### config.mk
export PLATFORM = sky130hd
export DESIGN_NAME = intc_cmd_decoder
export DESIGN_NICKNAME = d
export VERILOG_FILES = /design/src/rtl/icd_pkg.sv /design/src/rtl/icd_word_class.sv /design/src/rtl/icd_init_seq.sv /design/src/rtl/icd_cmd_decode.sv /design/src/rtl/icd_read_port.sv /design/src/rtl/intc_cmd_decoder.sv
export SDC_FILE = /design/constraint.sdc
export NUM_CORES = 1
export LEC_CHECK = 0
export BUFFER_PORTS_ARGS = -buffer_cell sky130_fd_sc_hd__buf_4
export CORE_ASPECT_RATIO = 0.9
export CORE_MARGIN = 1
export CORE_UTILIZATION = 48
export DETAILED_ROUTE_END_ITERATION = 10
export PLACE_DENSITY_LB_ADDON = 0.1
export SLEW_MARGIN = 10
export SYNTH_ARGS = -nofsm -noshare
export SYNTH_HDL_FRONTEND = slang
export SYNTH_SLANG_ARGS = --single-unit
### constraint.sdc
create_clock -name clk -period 1.8 [get_ports clk]
set_clock_uncertainty 0.1 [all_clocks]
set_input_delay 0 -clock clk [delete_from_list [all_inputs] [get_ports clk]]
set_output_delay 0 -clock clk [all_outputs]
set_load 0.005 [all_outputs]
### src/rtl/icd_pkg.sv
package icd_pkg;
  typedef enum logic [1:0] {
    SEQ_RUN  = 2'd0,
    SEQ_BASE = 2'd1,
    SEQ_SKIP = 2'd2,
    SEQ_MODE = 2'd3
  } seq_e;

  typedef enum logic [2:0] {
    OP_ROT_OFF  = 3'd0,
    OP_NS_EOI   = 3'd1,
    OP_NONE     = 3'd2,
    OP_SP_EOI   = 3'd3,
    OP_ROT_ON   = 3'd4,
    OP_RNS_EOI  = 3'd5,
    OP_SET_PRI  = 3'd6,
    OP_RSP_EOI  = 3'd7
  } prio_op_e;

  typedef struct packed {
    logic start;
    logic opctl;
    logic prio;
    logic data;
  } wr_kind_t;

  localparam int B_START   = 4;
  localparam int B_OPCTL   = 3;
  localparam int B_NEED4   = 0;
  localparam int B_POLL    = 2;
  localparam int B_RSEL_EN = 1;
  localparam int B_RSEL    = 0;
  localparam int B_SMM_EN  = 6;
  localparam int B_SMM     = 5;
  localparam int B_FNM     = 4;
  localparam int B_AEOI    = 1;
endpackage

### src/rtl/icd_word_class.sv
module icd_word_class
  import icd_pkg::*;
#(
  parameter int DATA_W = 8
) (
  input  logic              wr_en,
  input  logic              addr,
  input  logic [DATA_W-1:0] wdata,
  output wr_kind_t          kind
);
  always_comb begin
    kind       = '0;
    kind.data  = wr_en && addr;
    kind.start = wr_en && !addr && wdata[B_START];
    kind.opctl = wr_en && !addr && !wdata[B_START] && wdata[B_OPCTL];
    kind.prio  = wr_en && !addr && !wdata[B_START] && !wdata[B_OPCTL];
  end
endmodule

### src/rtl/icd_init_seq.sv
module icd_init_seq
  import icd_pkg::*;
#(
  parameter int DATA_W  = 8,
  parameter int N_LINES = 8
) (
  input  logic              clk,
  input  logic              rst_n,
  input  logic              wr_en,
  input  wr_kind_t          kind,
  input  logic [DATA_W-1:0] wdata,
  output logic [DATA_W-1:0] mask,
  output logic [DATA_W-1:0] vec_base,
  output logic              fully_nested,
  output logic              auto_eoi,
  output logic              init_stb
);
  localparam int LW = $clog2(N_LINES);
  localparam logic [DATA_W-1:0] BASE_KEEP = {{(DATA_W-LW){1'b1}}, {LW{1'b0}}};

  seq_e state_q;
  logic need4_q;

  always_ff @(posedge clk) begin
    if (!rst_n) begin
      state_q      <= SEQ_RUN;
      need4_q      <= 1'b0;
      mask         <= '0;
      vec_base     <= '0;
      fully_nested <= 1'b0;
      auto_eoi     <= 1'b0;
      init_stb     <= 1'b0;
    end else begin
      init_stb <= kind.start;
      if (kind.start) begin
        state_q <= SEQ_BASE;
        need4_q <= wdata[B_NEED4];
        mask    <= '0;
        if (!wdata[B_NEED4]) begin
          fully_nested <= 1'b0;
          auto_eoi     <= 1'b0;
        end
      end else if (kind.data) begin
        unique case (state_q)
          SEQ_RUN:  mask <= wdata;
          SEQ_BASE: begin
            vec_base <= wdata & BASE_KEEP;
            state_q  <= SEQ_SKIP;
          end
          SEQ_SKIP: state_q <= need4_q ? SEQ_MODE : SEQ_RUN;
          SEQ_MODE: begin
            fully_nested <= wdata[B_FNM];
            auto_eoi     <= wdata[B_AEOI];
            state_q      <= SEQ_RUN;
          end
          default:  state_q <= SEQ_RUN;
        endcase
      end
    end
  end


  init_clr_chk: assert property (@(posedge clk) disable iff (!rst_n)
    init_stb |-> (mask == '0));


  mode_hold_chk: assert property (@(posedge clk) disable iff (!rst_n)
    !$past(wr_en) |-> ($stable(fully_nested) && $stable(auto_eoi)));


  base_low_chk: assert property (@(posedge clk) disable iff (!rst_n)
    (vec_base & ~BASE_KEEP) == '0);
endmodule

### src/rtl/icd_cmd_decode.sv
module icd_cmd_decode
  import icd_pkg::*;
#(
  parameter int DATA_W  = 8,
  parameter int N_LINES = 8
) (
  input  logic                       clk,
  input  logic                       rst_n,
  input  logic                       wr_en,
  input  wr_kind_t                   kind,
  input  logic [DATA_W-1:0]          wdata,
  input  logic                       poll_taken,
  output logic                       rot_on_aeoi,
  output logic                       special_mask,
  output logic                       read_isr,
  output logic                       poll_armed,
  output logic                       eoi_ns_stb,
  output logic                       eoi_rot_ns_stb,
  output logic                       eoi_spec_stb,
  output logic                       eoi_rot_spec_stb,
  output logic                       set_prio_stb,
  output logic [$clog2(N_LINES)-1:0] cmd_line
);
  localparam int LW = $clog2(N_LINES);

  prio_op_e op;
  assign op = prio_op_e'(wdata[DATA_W-1 -: 3]);

  always_ff @(posedge clk) begin
    if (!rst_n) begin
      rot_on_aeoi      <= 1'b0;
      special_mask     <= 1'b0;
      read_isr         <= 1'b0;
      poll_armed       <= 1'b0;
      eoi_ns_stb       <= 1'b0;
      eoi_rot_ns_stb   <= 1'b0;
      eoi_spec_stb     <= 1'b0;
      eoi_rot_spec_stb <= 1'b0;
      set_prio_stb     <= 1'b0;
      cmd_line         <= '0;
    end else begin
      eoi_ns_stb       <= kind.prio && (op == OP_NS_EOI);
      eoi_rot_ns_stb   <= kind.prio && (op == OP_RNS_EOI);
      eoi_spec_stb     <= kind.prio && (op == OP_SP_EOI);
      eoi_rot_spec_stb <= kind.prio && (op == OP_RSP_EOI);
      set_prio_stb     <= kind.prio && (op == OP_SET_PRI);
      if (kind.prio) begin
        cmd_line <= wdata[LW-1:0];
        if (op == OP_ROT_OFF || op == OP_ROT_ON)
          rot_on_aeoi <= wdata[DATA_W-1];
      end
      if (poll_taken) poll_armed <= 1'b0;
      if (kind.start) begin
        special_mask <= 1'b0;
        read_isr     <= 1'b0;
      end else if (kind.opctl) begin
        if (wdata[B_POLL])    poll_armed   <= 1'b1;
        if (wdata[B_RSEL_EN]) read_isr     <= wdata[B_RSEL];
        if (wdata[B_SMM_EN])  special_mask <= wdata[B_SMM];
      end
    end
  end


  one_cmd_chk: assert property (@(posedge clk) disable iff (!rst_n)
    $onehot0({eoi_ns_stb, eoi_rot_ns_stb, eoi_spec_stb, eoi_rot_spec_stb, set_prio_stb}));


  stb_after_wr_chk: assert property (@(posedge clk) disable iff (!rst_n)
    (eoi_ns_stb || eoi_rot_ns_stb || eoi_spec_stb || eoi_rot_spec_stb || set_prio_stb)
    |-> $past(wr_en));
endmodule

### src/rtl/icd_read_port.sv
module icd_read_port
  import icd_pkg::*;
#(
  parameter int DATA_W  = 8,
  parameter int N_LINES = 8
) (
  input  logic                       clk,
  input  logic                       rst_n,
  input  logic                       rd_en,
  input  logic                       addr,
  input  logic                       poll_armed,
  input  logic                       read_isr,
  input  logic [DATA_W-1:0]          mask,
  input  logic [N_LINES-1:0]         irr_in,
  input  logic [N_LINES-1:0]         isr_in,
  input  logic                       pend_valid,
  input  logic [$clog2(N_LINES)-1:0] pend_line,
  output logic                       poll_taken,
  output logic                       rd_valid,
  output logic [DATA_W-1:0]          rd_data,
  output logic                       poll_ack_stb,
  output logic [$clog2(N_LINES)-1:0] poll_line
);
  localparam int LW = $clog2(N_LINES);
  localparam logic [LW-1:0] IDLE_LINE = LW'(N_LINES - 1);

  logic [DATA_W-1:0] reg_sel;

  assign poll_taken = rd_en && poll_armed;

  always_comb begin
    if (addr)          reg_sel = mask;
    else if (read_isr) reg_sel = DATA_W'(isr_in);
    else               reg_sel = DATA_W'(irr_in);
  end

  always_ff @(posedge clk) begin
    if (!rst_n) begin
      rd_valid     <= 1'b0;
      rd_data      <= '0;
      poll_ack_stb <= 1'b0;
      poll_line    <= '0;
    end else begin
      rd_valid     <= rd_en;
      poll_ack_stb <= poll_taken && pend_valid;
      if (poll_taken) begin
        rd_data <= DATA_W'(pend_valid ? pend_line : IDLE_LINE);
        if (pend_valid) poll_line <= pend_line;
      end else if (rd_en) begin
        rd_data <= reg_sel;
      end
    end
  end


  rd_after_req_chk: assert property (@(posedge clk) disable iff (!rst_n)
    rd_valid |-> $past(rd_en));


  ack_with_data_chk: assert property (@(posedge clk) disable iff (!rst_n)
    poll_ack_stb |-> (rd_valid && rd_data == DATA_W'(poll_line)));


  ack_needs_pend_chk: assert property (@(posedge clk) disable iff (!rst_n)
    poll_ack_stb |-> $past(pend_valid));
endmodule

### src/rtl/intc_cmd_decoder.sv
module intc_cmd_decoder
  import icd_pkg::*;
#(
  parameter int DATA_W  = 8,
  parameter int N_LINES = 8,
  localparam int LW     = $clog2(N_LINES)
) (
  input  logic              clk,
  input  logic              rst_n,
  input  logic              wr_en,
  input  logic              rd_en,
  input  logic              addr,
  input  logic [DATA_W-1:0] wdata,
  input  logic [N_LINES-1:0] irr_in,
  input  logic [N_LINES-1:0] isr_in,
  input  logic              pend_valid,
  input  logic [LW-1:0]     pend_line,
  output logic [DATA_W-1:0] mask,
  output logic [DATA_W-1:0] vec_base,
  output logic              fully_nested,
  output logic              auto_eoi,
  output logic              rot_on_aeoi,
  output logic              special_mask,
  output logic              init_stb,
  output logic              eoi_ns_stb,
  output logic              eoi_rot_ns_stb,
  output logic              eoi_spec_stb,
  output logic              eoi_rot_spec_stb,
  output logic              set_prio_stb,
  output logic [LW-1:0]     cmd_line,
  output logic              poll_ack_stb,
  output logic [LW-1:0]     poll_line,
  output logic              rd_valid,
  output logic [DATA_W-1:0] rd_data
);
  wr_kind_t kind;
  logic     read_isr;
  logic     poll_armed;
  logic     poll_taken;

  icd_word_class #(.DATA_W(DATA_W)) u_class (
    .wr_en (wr_en),
    .addr  (addr),
    .wdata (wdata),
    .kind  (kind)
  );

  icd_init_seq #(.DATA_W(DATA_W), .N_LINES(N_LINES)) u_seq (
    .clk          (clk),
    .rst_n        (rst_n),
    .wr_en        (wr_en),
    .kind         (kind),
    .wdata        (wdata),
    .mask         (mask),
    .vec_base     (vec_base),
    .fully_nested (fully_nested),
    .auto_eoi     (auto_eoi),
    .init_stb     (init_stb)
  );

  icd_cmd_decode #(.DATA_W(DATA_W), .N_LINES(N_LINES)) u_cmd (
    .clk              (clk),
    .rst_n            (rst_n),
    .wr_en            (wr_en),
    .kind             (kind),
    .wdata            (wdata),
    .poll_taken       (poll_taken),
    .rot_on_aeoi      (rot_on_aeoi),
    .special_mask     (special_mask),
    .read_isr         (read_isr),
    .poll_armed       (poll_armed),
    .eoi_ns_stb       (eoi_ns_stb),
    .eoi_rot_ns_stb   (eoi_rot_ns_stb),
    .eoi_spec_stb     (eoi_spec_stb),
    .eoi_rot_spec_stb (eoi_rot_spec_stb),
    .set_prio_stb     (set_prio_stb),
    .cmd_line         (cmd_line)
  );

  icd_read_port #(.DATA_W(DATA_W), .N_LINES(N_LINES)) u_rd (
    .clk          (clk),
    .rst_n        (rst_n),
    .rd_en        (rd_en),
    .addr         (addr),
    .poll_armed   (poll_armed),
    .read_isr     (read_isr),
    .mask         (mask),
    .irr_in       (irr_in),
    .isr_in       (isr_in),
    .pend_valid   (pend_valid),
    .pend_line    (pend_line),
    .poll_taken   (poll_taken),
    .rd_valid     (rd_valid),
    .rd_data      (rd_data),
    .poll_ack_stb (poll_ack_stb),
    .poll_line    (poll_line)
  );


  idle_no_stb_chk: assert property (@(posedge clk) disable iff (!rst_n)
    !$past(wr_en) |-> !(init_stb || eoi_ns_stb || set_prio_stb));
endmodule

==> key figures, run 1 <==
Placed design
  – Final Wtd Congestion: 0.708
  – Pre-CTS setup slack: 0.366 ns
  – Buffers on Ports: 71
  – Placed cells: 301
  – Detailed Place HPWL: 3.01 mm

Timing
  – Final hold vios: 0
  – Unrepaired setup endpoints after global routing: false
  – Setup tns final: 0 ns
  – Final setup violating endpoints: 0
  – Worst setup margin: 0.279 ns
  – Max-slew violation count: 0
  – Fin crit period: 1.52 ns
  – Slew @ Worst Pin: 0.532 ns
  – Fmax achieved: 657 MHz
  – Slew headroom: 64.5%
  – Fin crit share: 84.5%

Clocking
  – Setup Buffers After CTS: 0
  – CTS tree: done
  – CTS H-tree lvls: 2
  – Clock Root Buffer: clkbuf_8
  – # clock sinks: 44
  – CTS Buffer Depth: 2
  – Worst-path clk slew: 0.07 ns
  – Num CTS Buffers: 5
  – Later-pin clock latency in the skew report: 0.29 ns

Logic synthesis
  – Synth Cell Area: 1880 um^2
  – Area share of the largest cell type after synthesis: 46.9%
  – Mux cell area share after synthesis: 16.3%
  – Synth Warn #: 0
  – #FFs+latches synth: 44
  – Post-synth EDFFs: 0
  – Avg Cell Area, Syn: 9.62 um^2
  – Adder-Cell Fraction of Synth Area: 0%
  – Sequential element share of the synthesized area: 46.9%
  – Fraction of the mapped netlist area in simple logic gates: 21.7%
  – Synth cell types: 31
  – Compound-gate portion of the synthesized area: 10.5%
  – Post-synthesis xor/xnor area fraction: 0%
  – Main combinational cell family by area after synthesis: simple AND/OR/NAND/NOR gates
  – Area contributors post-synth: dfxtp_1 47%, mux2i_1 13%, nor2_1 5.2%, nand2b_1 3.3%, mux2_2 3.0%
  – Async SR Flop Fraction: 0%
  – Cell accounting for the most synthesized area: dfxtp_1
  – Synth Instances: 195
  – Main flop type after synthesis: dfxtp_1

Power and ir drop
  – Leak pwr: 0.00121 uW
  – Cell internal pwr: 1410 uW
  – Sequential share of power: 55.1%
  – Switch share: 23.6%
  – Power Total: 1850 uW
  – PD cells: 692 nW/um^2
  – Comb pwr share: 14.2%
  – Psw: 437 uW
  – Clk pwr share: 30.7%
  – VDD IR max: 0.609 mV

Setup path
  – Crit end category: register
  – Critical path class: in -> reg
  – Worst Setup Start Kind: input port
  – Worst EP arrival: 1.63 ns
  – Max FO, Critical Path: 15
  – WP data required: 1.91 ns

Final layout
  – Layout fillers: 298
  – # diodes: 0
  – Post-Layout Cell Count: 327
  – # nets final: 314
  – Area growth syn-to-layout: 42.4%
  – Share of cells above drive strength 1: 32.0%
  – Final Util: 71.6%

Floorplan
  – Row cnt: 21
  – Area of the core: 3730 um^2
  – Initial Util: 50.3%
  – # IOs: 75
  – Die ar.: 4160 um^2
  – Die Span Y: 61.3 um
  – Die span in x: 67.9 um

Global route
  – Initial antenna violation count: 0
  – Total grt overflow: 0
  – Tot GR Track Use: 22.1%
  – Met1 Use GR: 28.5%
  – GRT met3 Usage: 6.48%
  – Routing usage on met2: 36.2%
  – Vias in the first global route: 1455
  – First-pass GRT wire length: 6.76 mm
  – Largest net degree at the start of global routing: 25
  – GRT busiest layer: met2

Routing
  – # DRC: 0
  – First-pass DRT Iterations: 4
  – Routed WL: 4.36 mm
  – Initial DRC Count: 95
  – Remaining antenna violation count: 0
  – Routed length per instance: 13.3 um
  – Vias per inst: 5.03
  – Vias after detailed routing: 1644

Worst hold path
  – Worst hold path type: in -> reg

Run
  – MaxCap Viol Count: 0

Run status
  – Status: complete, no violations
[layer usage]
layer,part of all wire (%),routed length (um)
met5,0,0
met4,0.83,36
met3,7.4,323
met1,44,1930
met2,48,2070
[path summary, 6_finish.rpt]
check                                   endpoint  cells after the start  slack [ns]                          from
setup reg to reg    u_rd.rd_data[4]$_SDFFE_PN0P_                      3        0.38   u_cmd.read_isr$_SDFFE_PP0P_
setup / recovery   u_cmd.eoi_spec_stb$_SDFF_PN0_                      5        0.28                         rst_n
hold / removal    u_cmd.cmd_line[1]$_SDFFE_PN0P_                      4       0.009                      wdata[3]
hold reg to reg     u_rd.rd_data[0]$_SDFFE_PN0P_                      2        0.37  u_rd.rd_data[0]$_SDFFE_PN0P_
[critical path, cell delays in order]
cell and delay, ns:
dlygate4sd3_1 0.53, buf_4 0.20, nand3_2 0.13, dlygate4sd3_1 0.60, nor3b_2 0.17
[synth_stat cells, types with 2 or more instances]
| cell type | number |
|---|---|
| o21a_1 | 4 |
| o211ai_1 | 5 |
| nor3_1 | 2 |
| nor2b_1 | 5 |
| nand3_1 | 5 |
| a21oi_1 | 9 |
| nand2_1 | 14 |
| o21ai_0 | 8 |
| nor3b_2 | 2 |
| clkbuf_1 | 5 |
| dfxtp_1 | 44 |
| and4bb_2 | 2 |
| o22ai_1 | 2 |
| nor2_1 | 26 |
| a22oi_1 | 3 |
| mux2_2 | 5 |
| nand2b_1 | 10 |
| mux2i_1 | 25 |
| buf_4 | 3 |
| buf_2 | 5 |
[layout by cell type, fill, tap and decap left out]
master / netlist / routed
nor3_1: 2 / 2
o21ai_0: 8 / 8
clkbuf_1: 5 / 1
clkbuf_8: 0 / 5
a21oi_1: 9 / 9
a41o_1: 1 / 1
nand3b_1: 1 / 1
nand3_2: 1 / 1
nor4b_4: 1 / 1
and4bb_2: 2 / 2
conb_1: 1 / 3
dfxtp_1: 44 / 44
nor2_1: 26 / 26
nand4b_2: 1 / 1
inv_1: 1 / 1
nand2_1: 14 / 14
o211ai_1: 5 / 5
mux2i_1: 25 / 25
buf_4: 3 / 72
nand3_1: 5 / 5
nor3b_2: 2 / 2
a22oi_1: 3 / 3
nor2b_1: 5 / 5
o21a_1: 4 / 4
nand2b_1: 10 / 10
and4_1: 1 / 1
o22ai_1: 2 / 2
and2_1: 1 / 1
clkinv_2: 0 / 1
dlygate4sd3_1: 0 / 19
mux2_2: 5 / 5
nand4_1: 1 / 1
[cell type report]
class	count	area [um^2]	area share, %
well taps	46	57.6	2.15
inverters	1	3.75	0.140
flip-flops and latches	44	881	33.0
clock inverters	1	5.00	0.187
multi-input cells	138	922	34.5
clock buffers	6	72.6	2.72
repair buffers	91	731	27.3
[power groups by stage]
| stage | sequential (uW) | clock, uW | combinational, uW |
|---|---|---|---|
| 2_1_floorplan | 1040 | 0 | 122 |
| 3_3_place_gp | 1040 | 0 | 236 |
| 3_5_place_dp | 1040 | 0 | 236 |
| 4_1_cts | 1020 | 582 | 264 |
| 5_1_grt | 1020 | 615 | 289 |
| 6_report | 1020 | 567 | 264 |
[per-stage QoR]
stage | hold WS, ns | instance area [um^2]
floorplan | -0.0305 | 1880
global placement | 0.137 | 2400
detailed placement | 0.145 | 2400
CTS | 0.00927 | 2670
global route | 0.0107 | 2670
finish | 0.00867 | 2670
[cells by family after synthesis]
family	count (synthesis)
and+or+nand+nor	73
DFF	44
AOI/OAI and AO/OA	32
muxes	30
buffers and inverters	15
other	1
[state kept, by name (all words and copies together), names as in the netlist, 2 cells and up]
register and count:
u_rd.poll_line 3, u_seq.mask 8, u_seq.vec_base 5, u_cmd.cmd_line 3, u_seq.state_q 2, u_rd.rd_data 8
[timing repair]
item / in CTS / in global routing
gates resized for setup: 0 / 0
hold endpoints to repair: 41 / 0
hold buffers: 19 / 0
Power figures use the tool's default switching activity.
==> inputs of run 2 (changes only) <==
CORE_UTILIZATION = 43   (was 48)
clock period = 1.3 ns   (was 1.8 ns; I/O delays follow)
==> run 2 against run 1 <==
Effect of this change:
- setup slack got worse by 0.24 ns
- power rose by 46%
- routed wire length rose by 2.7%
- utilization fell by 5.3 points
- sequential share of layout area fell by 0.66 points
- largest cell class unchanged
==> key figures, run 2 (synthesis results as in run 1) <==
Setup path
  – Crit end category: register
  – WP data required: 1.37 ns (-0.54 ns)
  – Reg2reg setup slack: 0.04 ns (-0.34 ns)
  – Worst EP arrival: 1.33 ns (-0.30 ns)
  – Critical path class: reg -> reg
  – Worst reg-to-reg path cell count: 4 (+1)
  – Worst Setup Start Kind: register
  – Max FO, Critical Path: 8 (-7)

Routing
  – Vias after detailed routing: 1649 (+0.30%)
  – Routed WL: 4.48 mm (+2.7%)
  – Vias per inst: 4.95 (-1.5%)
  – Routed length per instance: 13.4 um (+0.83%)
  – First-pass DRT Iterations: 4 (unchanged)
  – # DRC: 0 (unchanged)
  – Initial DRC Count: 72 (-24%)
  – Remaining antenna violation count: 0 (unchanged)

Timing
  – Unrepaired setup endpoints after global routing: true
  – Fin crit period: 1.26 ns
  – Max-slew violation count: 0 (unchanged)
  – Worst setup margin: 0.0424 ns (-0.236 ns)
  – Min Hold Slack: 0.0275 ns (+0.0188 ns)
  – Final hold vios: 0 (unchanged)
  – Final setup violating endpoints: 0 (unchanged)
  – Fin crit share: 96.7%
  – Fmax achieved: 795 MHz

Floorplan
  – # IOs: 75 (unchanged)
  – Initial Util: 45.5% (-4.8 points)
  – Die ar.: 4630 um^2 (+11%)
  – Die Span Y: 64.7 um (+5.5%)
  – Die span in x: 71.6 um (+5.5%)
  – Row cnt: 22 (+4.8%)
  – Area of the core: 4130 um^2 (+11%)

Clocking
  – Later-pin clock latency in the skew report: 0.29 ns (about the same)
  – CTS tree: done
  – CTS H-tree lvls: 2 (unchanged)
  – Num CTS Buffers: 5 (unchanged)
  – # clock sinks: 44 (unchanged)
  – Worst-path clk slew: 0.08 ns (about the same)
  – Clock Root Buffer: clkbuf_8
  – CTS Buffer Depth: 2 (unchanged)

Run status
  – Status: complete, no violations

Global route
  – Tot GR Track Use: 20.4% (-1.7 points)
  – First-pass GRT wire length: 7.31 mm (+8.1%)
  – Largest net degree at the start of global routing: 17 (-32%)
  – Total grt overflow: 0 (unchanged)
  – Vias in the first global route: 1469 (+0.96%)
  – Initial antenna violation count: 0 (unchanged)

Final layout
  – Share of cells above drive strength 1: 36.5% (+4.5 points)
  – Area growth syn-to-layout: 45.9%
  – Post-Layout Cell Count: 333 (+1.8%)
  – # nets final: 318 (+1.3%)
  – # diodes: 0 (unchanged)
  – Register Area: 885 um^2 (+0.43%)
  – Commonest non-fill, non-tap cell in the layout: buf_4
  – Multi-input logic area: 933 um^2 (+1.2%)
  – Most frequent cells in the layout: 80 x buf_4, 41 x dfxtp_1, 26 x nor2_1
  – Layout fillers: 361 (+21%)
  – Biggest registers after layout: u_rd.rd_data: 8 flops, u_seq.mask: 8 flops, u_seq.vec_base: 5 flops
  – Final Cell Area: 2740 um^2 (+2.5%)

Power and ir drop
  – PD cells: 984 nW/um^2 (+42%)
  – Leak pwr: 0.00126 uW (+4.0%)
  – VDD IR max: 0.733 mV (+20%)

Placed design
  – Placed cells: 311 (+3.3%)
  – Final Wtd Congestion: 0.794 (+12%)
  – Post-DP Area: 2480 um^2 (+3.1%)
  – Buffers on Ports: 71 (unchanged)
  – Pre-CTS setup slack: -0.00241 ns (-0.369 ns)
  – Detailed Place HPWL: 3.14 mm (+4.2%)

Worst hold path
  – WHS Path Cells: 3 (-1)
  – Worst hold path type: in -> reg

Run
  – MaxCap Viol Count: 0 (unchanged)
[run 2: changes by cell type in the layout (fill, tap and decap cells not counted), moves of 2 or more]
cell,previous run,this run
buf_4,72,80
dlygate4sd3_1,19,14
dfxtp_1,44,41
dfxtp_2,0,3
clkbuf_8,5,7
[run 2: path summary, 6_finish.rpt]
kind / start / endpoint
min reg2reg: u_rd.rd_data[2]$_SDFFE_PN0P_ / u_rd.rd_data[2]$_SDFFE_PN0P_
max reg2reg: u_seq.state_q[0]$_SDFFE_PN0P_ / u_seq.mask[6]$_SDFFE_PP0P_
min: addr / u_seq.state_q[1]$_SDFFE_PP0P_
max: u_seq.state_q[0]$_SDFFE_PN0P_ / u_seq.mask[6]$_SDFFE_PP0P_
[run 2: final cells by class]
cell class | instances | area share (%)
Tap cell | 48 | 2.19
Multi-Input combinational cell | 138 | 34.1
Sequential cell | 44 | 32.3
Timing Repair Buffer | 95 | 27.8
Clock buffer | 7 | 3.52
Inverter | 1 | 0.137
[run 2: critical path, cell delays in order, from the launching register on]
cell      delay, ns
dfxtp_2        0.34
and4bb_2       0.32
buf_12         0.14
mux2i_1        0.19
nor2_1         0.06
[run 2: where the power goes]
part | leakage, uW | switching, uW | internal (uW)
Combinational | 0.000853 | 166 | 223
Clock | 0.0000503 | 422 | 473
Sequential | 0.000359 | 25.9 | 1390
[run 2: through the flow]
step	TNS [ns]	utilization (%)	total power, uW
after floorplan	0	-	1610
after global placement	0	60.1	1790
after detailed placement	-0.00440	60.1	1790
after CTS	0	65.8	2710
after global routing	-0.0631	66.3	2820
final	0	66.3	2700
[run 2: routing by layer]
| layer | track usage (%) | share of wire, % |
|---|---|---|
| met1 | 28.0 | 47 |
| met2 | 31.4 | 44 |
| met3 | 5.29 | 8.2 |
| met4 | 6.62 | 0.87 |
| met5 | 0 | 0 |
[run 2: repair_timing]
| item | 4_1_cts | 5_1_grt |
|---|---|---|
| buffers inserted | 0 | 1 |
| endpoints found under the setup margin | 4 | 11 |
| pin swaps | 0 | 1 |
| resized for setup | 1 | 4 |
| endpoints found under the hold margin | 41 | 0 |
| hold buffers | 14 | 0 |
==> inputs of run 3 (changes only) <==
==> constraint.sdc (replaced) <==
create_clock -name clk -period 1.3 [get_ports clk]
set_clock_uncertainty 0.1 [all_clocks]
set_input_delay 0.065 -clock clk [delete_from_list [all_inputs] [get_ports clk]]
set_output_delay 0.065 -clock clk [all_outputs]
set_load 0.005 [all_outputs]
==> run 3 against run 2 <==
Effect of this change:
- fmax grew 0.65%
- cell count down 1.2%
- largest cell class unchanged
- sequential cell count is the same
- combinational power fell by 2%
- critical path type unchanged
- utilization shrank 1.1 points
- clock power up 1%
- routed wire length is essentially flat
==> key figures, run 3 (synthesis results as in run 1) <==
Final layout
  – # nets final: 314 (-1.3%)
  – Most frequent cells in the layout: 78 x buf_4, 41 x dfxtp_1, 26 x nor2_1
  – # diodes: 0 (unchanged)
  – Commonest non-fill, non-tap cell in the layout: buf_4
  – Area growth syn-to-layout: 43.5%
  – Post-Layout Cell Count: 329 (-1.2%)
  – Biggest registers after layout: u_rd.rd_data: 8 flops, u_seq.mask: 8 flops, u_seq.vec_base: 5 flops
  – Share of cells above drive strength 1: 35.9% (-0.55 points)

Placed design
  – Final Wtd Congestion: 0.799 (+0.60%)
  – Pre-CTS setup slack: -0.0164 ns (-0.0140 ns)
  – Detailed Place HPWL: 3.18 mm (+1.4%)
  – Placed cells: 310 (-0.32%)
  – Buffers on Ports: 71 (unchanged)

Global route
  – Vias in the first global route: 1503 (+2.3%)
  – First-pass GRT wire length: 7.32 mm (+0.18%)
  – Total grt overflow: 0 (unchanged)
  – Initial antenna violation count: 0 (unchanged)
  – Tot GR Track Use: 20.5% (about the same)
  – Largest net degree at the start of global routing: 19 (+2)

Setup path
  – Reg2Reg Capture Point: u_seq.mask[4]$_SDFFE_PP0P_
  – CP bufs+invs: 1 (unchanged)
  – Crit end category: register
  – Critical path class: reg -> reg
  – CP max stage delay: 0.33 ns (about the same)
  – Worst EP arrival: 1.32 ns (about the same)
  – Worst r2r src: u_seq.state_q[0]$_SDFFE_PN0P_
  – Worst reg-to-reg path cell count: 4 (unchanged)
  – Slowest-stage cell, CP: dfxtp_2
  – Max FO, Critical Path: 8 (unchanged)
  – Crit-path leading delay family: simple AND/OR/NAND/NOR gates
  – Worst Setup Start Kind: register
  – WP data required: 1.37 ns (about the same)
  – Reg2reg setup slack: 0.05 ns (about the same)
  – Cells along the critical path: and4bb_2 -> buf_12 -> mux2i_1 -> nor2_1

Routing
  – Vias after detailed routing: 1632 (-1.0%)
  – First-pass DRT Iterations: 4 (unchanged)
  – Routed WL: 4.47 mm (about the same)
  – # DRC: 0 (unchanged)
  – Routed length per instance: 13.6 um (+1.1%)
  – Remaining antenna violation count: 0 (unchanged)
  – Vias per inst: 4.96 (+0.17%)
  – Initial DRC Count: 72 (unchanged)

Timing
  – Fin crit period: 1.25 ns (-0.00816 ns)
  – Unrepaired setup endpoints after global routing: true
  – Min Hold Slack: 0.0287 ns (+0.00128 ns)
  – Final setup violating endpoints: 0 (unchanged)
  – Max-slew violation count: 0 (unchanged)
  – Fmax achieved: 800 MHz (+0.65%)
  – Fin crit share: 96.1% (-0.63 points)
  – Final hold vios: 0 (unchanged)
  – Worst setup margin: 0.0506 ns (+0.00816 ns)

Floorplan
  – Die span in x: 71.6 um (unchanged)
  – Initial Util: 45.5% (unchanged)
  – Die Span Y: 64.7 um (unchanged)
  – Row cnt: 22 (unchanged)
  – Die ar.: 4630 um^2 (unchanged)
  – # IOs: 75 (unchanged)
  – Area of the core: 4130 um^2 (unchanged)

Clocking
  – Later-pin clock latency in the skew report: 0.29 ns (about the same)
  – CTS tree: done
  – Setup Buffers After CTS: 0 (unchanged)
  – CTS Buffer Depth: 2 (unchanged)
  – # clock sinks: 44 (unchanged)
  – Clock Root Buffer: clkbuf_8
  – Worst-path clk slew: 0.08 ns (about the same)
  – CTS H-tree lvls: 2 (unchanged)
  – Num CTS Buffers: 5 (unchanged)

Run status
  – Status: complete, no violations

Worst hold path
  – WHS Path Cells: 3 (unchanged)
  – WHS Endpoint: u_seq.mask[4]$_SDFFE_PP0P_
  – Worst hold path type: in -> reg
  – Hold path startpoint: wdata[4]

Power and ir drop
  – Power Total: 2690 uW (about the same)
  – VDD IR max: 0.904 mV (+23%)
  – PD cells: 1000 nW/um^2 (+1.7%)
  – Leak pwr: 0.00123 uW (-2.3%)

Run
  – MaxCap Viol Count: 0 (unchanged)
[run 3: changes by cell type in the layout (fill, tap and decap cells not counted), sizes merged]
cell	change
dlygate4sd3	-2
buf	-2
[run 3: stage by stage]
step | area [um^2] | util, % | setup TNS [ns]
global route | 2690 | 65.2 | -0.0308
floorplan | 1880 | - | 0
finish | 2690 | 65.2 | 0
CTS | 2690 | 65.2 | 0
detailed placement | 2470 | 59.9 | -0.0523
global placement | 2470 | 59.9 | 0
[run 3: area by class of cell]
cell class	instances	area, um^2
inverters	1	3.75
multi-input cells	138	922
repair buffers	91	726
well taps	48	60.1
fillers	362	1440
flip-flops and latches	44	885
clock buffers	7	96.3
[run 3: metal layers]
metal	part of all wire, %	track usage, %
met1	50	28.6
met2	43	30.3
met4	0.56	6.62
met5	0	0
met3	6.7	5.75
[run 3: worst register-to-register path, cell delays in order (launching register included)]
cell and delay (ns):
dfxtp_2 0.33, and4bb_2 0.32, buf_12 0.14, mux2i_1 0.18, nor2_1 0.06
[run 3: what timing repair did]
| action | CTS | global route |
|---|---|---|
| endpoints found under the setup margin | 5 | 7 |
| hold endpoints to repair | 31 | 0 |
| pin swaps | 0 | 1 |
| gates resized for setup | 1 | 2 |
| hold buffers | 12 | 0 |
| cloned | 0 | 0 |
[run 3: worst max-delay path by stage]
stage	start	to	slack, ns	depth (start not counted)
global route	u_seq.state_q[0]$_SDFFE_PN0P_	u_seq.mask[2]$_SDFFE_PP0P_	-0.02	4
global placement	u_cmd.read_isr$_SDFFE_PP0P_	u_rd.rd_data[3]$_SDFFE_PN0P_	0.02	3
floorplan	u_cmd.read_isr$_SDFFE_PP0P_	u_rd.rd_data[3]$_SDFFE_PN0P_	0.03	4
detailed placement	u_cmd.read_isr$_SDFFE_PP0P_	u_rd.rd_data[3]$_SDFFE_PN0P_	-0.02	3
CTS	u_seq.state_q[1]$_SDFFE_PP0P_	u_seq.mask[4]$_SDFFE_PP0P_	0.02	4
finish	u_seq.state_q[0]$_SDFFE_PN0P_	u_seq.mask[4]$_SDFFE_PP0P_	0.05	4
[run 3: where the power goes]
| part | internal, uW | switching, uW |
|---|---|---|
| Clock | 473 | 430 |
| Sequential | 1390 | 25.3 |
| Combinational | 216 | 164 |
